===== src/rtl/i2c_flag_pkg.sv =====
package i2c_flag_pkg;
  typedef struct packed {
    logic sda;
    logic scl;
  } bus_lines_t;

  localparam bus_lines_t LINES_IDLE = '{sda: 1'b1, scl: 1'b1};
endpackage


===== src/rtl/i2c_line_sync.sv =====
module i2c_line_sync
  import i2c_flag_pkg::*;
#(
  parameter int STAGES = 2
) (
  input  logic       clk,
  input  logic       rst,
  input  bus_lines_t raw,
  output bus_lines_t synced
);
  bus_lines_t chain [STAGES];

  generate
    for (genvar g = 0; g < STAGES; g++) begin : g_stage
      always_ff @(posedge clk) begin
        if (rst) chain[g] <= LINES_IDLE;
        else if (g == 0) chain[g] <= raw;
        else chain[g] <= chain[(g == 0) ? 0 : g - 1];
      end
    end
  endgenerate

  assign synced = chain[STAGES-1];
endmodule


===== src/rtl/i2c_cond_detect.sv =====
module i2c_cond_detect
  import i2c_flag_pkg::*;
(
  input  logic       clk,
  input  logic       rst,
  input  bus_lines_t lines,
  output logic       start_cond,
  output logic       stop_cond,
  output logic       any_low
);
  bus_lines_t prev;

  always_ff @(posedge clk) begin
    if (rst) prev <= LINES_IDLE;
    else prev <= lines;
  end

  // SCL must be high both before and after the SDA edge
  always_comb begin
    start_cond = prev.sda && !lines.sda && prev.scl && lines.scl;
    stop_cond  = !prev.sda && lines.sda && prev.scl && lines.scl;
    any_low    = !lines.sda || !lines.scl;
  end
endmodule


===== src/rtl/i2c_flag_regs.sv =====
module i2c_flag_regs (
  input  logic clk,
  input  logic rst,
  input  logic enable,
  input  logic start_cond,
  input  logic stop_cond,
  input  logic any_low,
  input  logic start_gen,
  input  logic arb_lost,
  input  logic addr_done,
  input  logic rw_bit,
  output logic bus_busy,
  output logic is_master,
  output logic is_tx,
  output logic start_seen,
  output logic stop_seen
);
  logic rep_start;
  logic tx_clear;
  logic ms_clear;

  always_comb begin
    rep_start = start_cond && bus_busy;
    tx_clear  = !enable || stop_cond || rep_start || arb_lost;
    ms_clear  = !enable || stop_cond || arb_lost;
  end

  // activity flag ignores enable
  always_ff @(posedge clk) begin
    if (rst) bus_busy <= 1'b0;
    else if (stop_cond) bus_busy <= 1'b0;
    else if (any_low) bus_busy <= 1'b1;
  end

  always_ff @(posedge clk) begin
    if (rst) is_tx <= 1'b0;
    else if (tx_clear) is_tx <= 1'b0;
    else if (addr_done) is_tx <= rw_bit;
  end

  always_ff @(posedge clk) begin
    if (rst) is_master <= 1'b0;
    else if (ms_clear) is_master <= 1'b0;
    else if (start_gen) is_master <= 1'b1;
  end

  always_ff @(posedge clk) begin
    if (rst) begin
      start_seen <= 1'b0;
      stop_seen  <= 1'b0;
    end else begin
      start_seen <= start_cond;
      stop_seen  <= stop_cond;
    end
  end
endmodule


===== src/rtl/i2c_flag_tracker.sv =====
module i2c_flag_tracker
  import i2c_flag_pkg::*;
#(
  parameter int SYNC_STAGES = 2
) (
  input  logic clk,
  input  logic rst,
  input  logic sda_in,
  input  logic scl_in,
  input  logic enable,
  input  logic start_gen,
  input  logic arb_lost,
  input  logic addr_done,
  input  logic rw_bit,
  output logic bus_busy,
  output logic is_master,
  output logic is_tx,
  output logic start_seen,
  output logic stop_seen
);
  bus_lines_t raw_lines;
  bus_lines_t sync_lines;
  logic start_cond;
  logic stop_cond;
  logic any_low;

  assign raw_lines = '{sda: sda_in, scl: scl_in};

  i2c_line_sync #(.STAGES(SYNC_STAGES)) u_sync (
    .clk(clk), .rst(rst), .raw(raw_lines), .synced(sync_lines)
  );

  i2c_cond_detect u_cond (
    .clk(clk), .rst(rst), .lines(sync_lines),
    .start_cond(start_cond), .stop_cond(stop_cond), .any_low(any_low)
  );

  i2c_flag_regs u_flags (
    .clk(clk), .rst(rst), .enable(enable),
    .start_cond(start_cond), .stop_cond(stop_cond), .any_low(any_low),
    .start_gen(start_gen), .arb_lost(arb_lost),
    .addr_done(addr_done), .rw_bit(rw_bit),
    .bus_busy(bus_busy), .is_master(is_master), .is_tx(is_tx),
    .start_seen(start_seen), .stop_seen(stop_seen)
  );
endmodule


===== config.mk =====
export PLATFORM = sky130hd
export DESIGN_NAME = i2c_flag_tracker
export DESIGN_NICKNAME = d
export VERILOG_FILES = /design/src/rtl/i2c_flag_pkg.sv /design/src/rtl/i2c_line_sync.sv /design/src/rtl/i2c_cond_detect.sv /design/src/rtl/i2c_flag_regs.sv /design/src/rtl/i2c_flag_tracker.sv
export SDC_FILE = /design/constraint.sdc
export NUM_CORES = 1
export LEC_CHECK = 0
export BUFFER_PORTS_ARGS = -buffer_cell sky130_fd_sc_hd__buf_2
export CORE_AREA = 2 2 39 41
export CTS_CLUSTER_DIAMETER = 120
export DETAILED_ROUTE_END_ITERATION = 12
export DIE_AREA = 0 0 41 43
export PLACE_DENSITY = 0.52
export SLEW_MARGIN = 30
export SYNTH_ARGS = -nofsm -noshare
export SYNTH_HDL_FRONTEND = slang
export SYNTH_SLANG_ARGS = --single-unit

===== constraint.sdc =====
create_clock -name clk -period 1.16 [get_ports clk]
set_input_delay 0.174 -clock clk [delete_from_list [all_inputs] [get_ports clk]]
set_output_delay 0.174 -clock clk [all_outputs]
set_load 0.01 [all_outputs]

Word-level counts from Yosys, hierarchy flattened. Memory sizes are Yosys's and may differ from the RTL's. Cells that the tools add are included.

Muxes and demuxes: 5. Bitwise gates (word level): 2. Reduce and logical (&&, ||, !) cells: 19.

Operators with widths (number): $logic_and A1 B1 Y1 (7); $reduce_or A2 Y1 (3); $logic_or A1 B1 Y1 (5); $logic_not A1 Y1 (4); $mux W2 (2); $mux W1 (3); $or A1 B1 Y1 (2).

Register bits after elaboration: 7. RAM bits: 4. Bits of input ports: 9. Output and inout port bits: 5. Memories kept: 1.

Memories: u_sync.chain (depth 2, width 2, read ports 2, clocked after memory_dff 0, wr ports 2, line i2c_line_sync.sv:11) `bus_lines_t chain [STAGES];`.

Logic depth before layout (Yosys ltp).
Word-level depth: 8. Mapped depth: 3. Depth with buffers taken out: 3.

Hierarchy. Synthesis repeated with hierarchy kept, for this count alone.

Cell total of the unflattened synthesis: 29. Area, all modules: 347.8 um2.

Modules (own cells, without submodules): i2c_flag_regs (times used 1, cells an instance 14, area an instance 166.4 um2); i2c_line_sync (times used 1, cells an instance 8, area an instance 105.1 um2); i2c_cond_detect (times used 1, cells an instance 7, area an instance 76.3 um2).

Worst setup path after synthesis. OpenSTA, ideal clock, no wires.

Path type: register to register. Start: memory u_sync.chain[1][1] (netlist name). End: register u_flags.is_tx. Library setup time: 59 ps. Arrival: 903 ps. Data required time: 1101 ps. Setup slack: 198 ps. Cell stages (with the launch flop): 4. Buffers on the path: 0. Cell sequence: dfxtp_1 > and4b_4 > nor4b_4 > o311a_1.

RTL lines: start, declared (line i2c_line_sync.sv:11); end signal, assigned (line i2c_flag_regs.sv:38) `else if (addr_done) is_tx <= rw_bit;`; end, declared (line i2c_flag_regs.sv:14) `output logic is_tx,`.

==> impl_metrics.csv <==
group,metric,value,unit
sta,setup_violations,0,
global_route,grt_max_degree,10,
die,die-area,1760,µm²
clock_tree,clk_latency,0.26,ns
power_and_ir_drop,ir_drop,0.695,mV
sta,drv_slew,0,
global_route,antenna_found_initial,0,
global_route,overflow,0,
worst_hold_path,hold_path_depth,2,
clock_tree,cts_tree,"yes",
layout,nNetsFinal,54,
setup_path,cp_max_fo,4,
setup_path,rr_worst_depth,3,
sta,setup-tns-final,0,ns
sta,min_period_over_period,87.9,%
layout,final_cell_mix,"buf_2 (13), dfxtp_1 (11), or2_2 (5)",
sta,timing.final.crit_period,1.02,ns
clock_tree,clk_pin_slew,0.07,ns
setup_path,r2r_end,"u_flags.is_tx$_SDFFE_PP0P_",
clock_tree,cts_resized,0,
die,start_util,25.4,%
placed_design,gp_congestion,0.606,
power_and_ir_drop,p_comb_share,7.1,%
detailed_routing,viasPerCell,4.12,
detailed_routing,dr.pass1.iters,2,
setup_path,crit_required,1.37,ns
power_and_ir_drop,pwr-share-seq,56.8,%
setup_path,r2r_slack,0.14,ns
global_route,grt_pass1_wl,814,µm
synthesis,yosysSeqAreaShare,62.6,%
clock_tree,cts_num_sinks,11,
clock_tree,cts_buffers,3,
setup_path,crit_type,"flip-flop to flip-flop",
power_and_ir_drop,power.internal,0.000554,W
setup_path,endpoint_kind,"flip-flop",
worst_hold_path,hp-class,"primary input to flip-flop",
layout,register_area,220,µm²
detailed_routing,drtAntennaViolNets,0,
sta,tightest_slew,0.213,ns
sta,finalHoldViolCount,0,
flow_run,drv_cap,0,
die,dieHeight,43,µm
clock_tree,htreeDepth,1,
synthesis,synthesis.nets,36,
power_and_ir_drop,power.total,0.000700,W
detailed_routing,drt_iter0_drc,1,
power_and_ir_drop,power_density,1510,nW/µm²
setup_path,reg2reg_from,"u_sync.chain[1][1]$_SDFF_PP1_",
detailed_routing,wl_per_cell,8.88,µm
layout,diodes,0,
power_and_ir_drop,p_sw_share,20.9,%
power_and_ir_drop,p_clk_share,36.0,%
clock_tree,ctsRootBufferMaster,"clkbuf_4",
die,core,1380,µm²
layout,syn_to_final_growth,31.7,%
sta,fmax,980,MHz
synthesis,ys_types,13,
setup_path,arrival,1.23,ns
power_and_ir_drop,power.leakage,0.210,nW
detailed_routing,vias,247,
die,num_io_pins,14,
detailed_routing,drt-total-wl,533,µm
worst_hold_path,worstHoldEndpoint,"u_sync.chain[0][0]$_SDFF_PP1_",
sta,finClkSkew,0.00197,ns
layout,mostFrequentLayoutCell,"buf_2",
placed_design,port_buffers,13,
detailed_routing,drc,0,
die,die_x,41,µm
global_route,grt_pass1_vias,212,
run_status,status,"complete, no violations",
worst_hold_path,min-delay-start,"scl_in",
placed_design,hpwl,392,µm
setup_path,worstSetupStartpointType,"flip-flop",
clock_tree,clk_path_buf_depth,2,
global_route,track_usage,7.89,%
die,rows,14,
synthesis,synth_area,352,µm²
synthesis,yosysWarnings,0,
synthesis,synth_seq_cells,11,
synthesis,syn_area_per_cell,13.0,µm²
synthesis,netlist_instances,27,
layout,multi_input_area,128,µm²
clock_tree,ctsHoldBuffers,0,
power_and_ir_drop,switching_power,0.000146,W
clock_tree,post_cts_buffers,0,
sta,grt_setup_unrepaired,"no",
sta,max_slew_margin,85.7,%
layout,final_layout_size_suffix_gt1_share,54.5,%
layout,nFillCells,144,
[registers in the layout, indices dropped and copies added, names as in the netlist]
register	flops
u_flags.bus_busy	1
u_flags.stop_seen	1
u_sync.chain	4
u_flags.start_seen	1
u_flags.is_tx	1
u_cond.prev	2
u_flags.is_master	1
[area by class of cell]
type | instances | area share, %
timing repair buffer | 13 | 14.1
multi-input combinational | 15 | 27.6
inverter | 1 | 0.811
sequential | 11 | 47.6
clock buffer | 4 | 5.68
tap | 16 | 4.32
[synth_stat cells]
master | count | area share, %
nor4b_4 | 1 | 6.8
o311a_1 | 1 | 2.8
mux2_2 | 1 | 3.2
or2_1 | 1 | 1.8
dfxtp_1 | 11 | 63
or2_2 | 5 | 8.9
a311oi_1 | 1 | 2.5
nand3_1 | 1 | 1.4
nor2b_1 | 1 | 1.8
inv_1 | 1 | 1.1
nor2_1 | 1 | 1.1
o21a_1 | 1 | 2.1
and4b_4 | 1 | 3.9
[how the worst max path moves through the flow]
stage | start | end | slack (ns) | depth (start not counted)
after global placement | u_sync.chain[1][1]$_SDFF_PP1_ | u_flags.is_tx$_SDFFE_PP0P_ | 0.15 | 3
after detailed placement | u_sync.chain[1][1]$_SDFF_PP1_ | u_flags.is_tx$_SDFFE_PP0P_ | 0.15 | 3
final | u_sync.chain[1][1]$_SDFF_PP1_ | u_flags.is_tx$_SDFFE_PP0P_ | 0.14 | 3
after floorplan | u_sync.chain[1][1]$_SDFF_PP1_ | u_flags.is_tx$_SDFFE_PP0P_ | 0.20 | 3
after global routing | u_sync.chain[1][1]$_SDFF_PP1_ | u_flags.is_tx$_SDFFE_PP0P_ | 0.06 | 3
after CTS | u_sync.chain[1][1]$_SDFF_PP1_ | u_flags.is_tx$_SDFFE_PP0P_ | 0.14 | 3
[routing by layer]
layer / GRT usage [%] / vias to the layer above / routed length (µm)
li1: - / 126 / -
met1: 7.57 / 105 / 225
met2: 9.69 / 16 / 220
met3: 9.42 / 0 / 87
met4: 4.00 / 0 / 0
met5: 0 / - / 0
[metrics by stage]
step	area [µm²]	hold slack (ns)	util (%)	setup WS (ns)	cells
CTS	463	0.0839	33.5	0.136	60
detailed placement	437	0.361	31.6	0.146	56
finish	463	0.0913	33.5	0.140	60
global route	463	0.0722	33.5	0.0639	60
global placement	437	0.357	31.6	0.153	56
floorplan	352	0.246	-	0.198	27
[worst max-delay path, cell delays in order (launching register included)]
cell and delay [ns]:
dfxtp_1 0.33, and4b_4 0.23, nor4b_4 0.23, o311a_1 0.19
[cell families (layout without fill, tap and decap cells)]
kind of cell / after synthesis / in the layout / synth area share [%]
compound gates: 3 / 3 / 7.47
buf+inv: 1 / 18 / 1.07
flops: 11 / 11 / 62.6
mux: 1 / 1 / 3.20
simple gates: 11 / 11 / 25.6
[power by group through the flow]
| stage | clock, W | sequential [W] | combinational, W |
|---|---|---|---|
| 2_1_floorplan | 0 | 0.000409 | 0.0000219 |
| 3_3_place_gp | 0 | 0.000406 | 0.0000504 |
| 3_5_place_dp | 0 | 0.000406 | 0.0000508 |
| 4_1_cts | 0.000266 | 0.000398 | 0.0000510 |
| 5_1_grt | 0.000287 | 0.000399 | 0.0000563 |
| 6_report | 0.000252 | 0.000398 | 0.0000499 |
(Power assumes the default switching activity.)
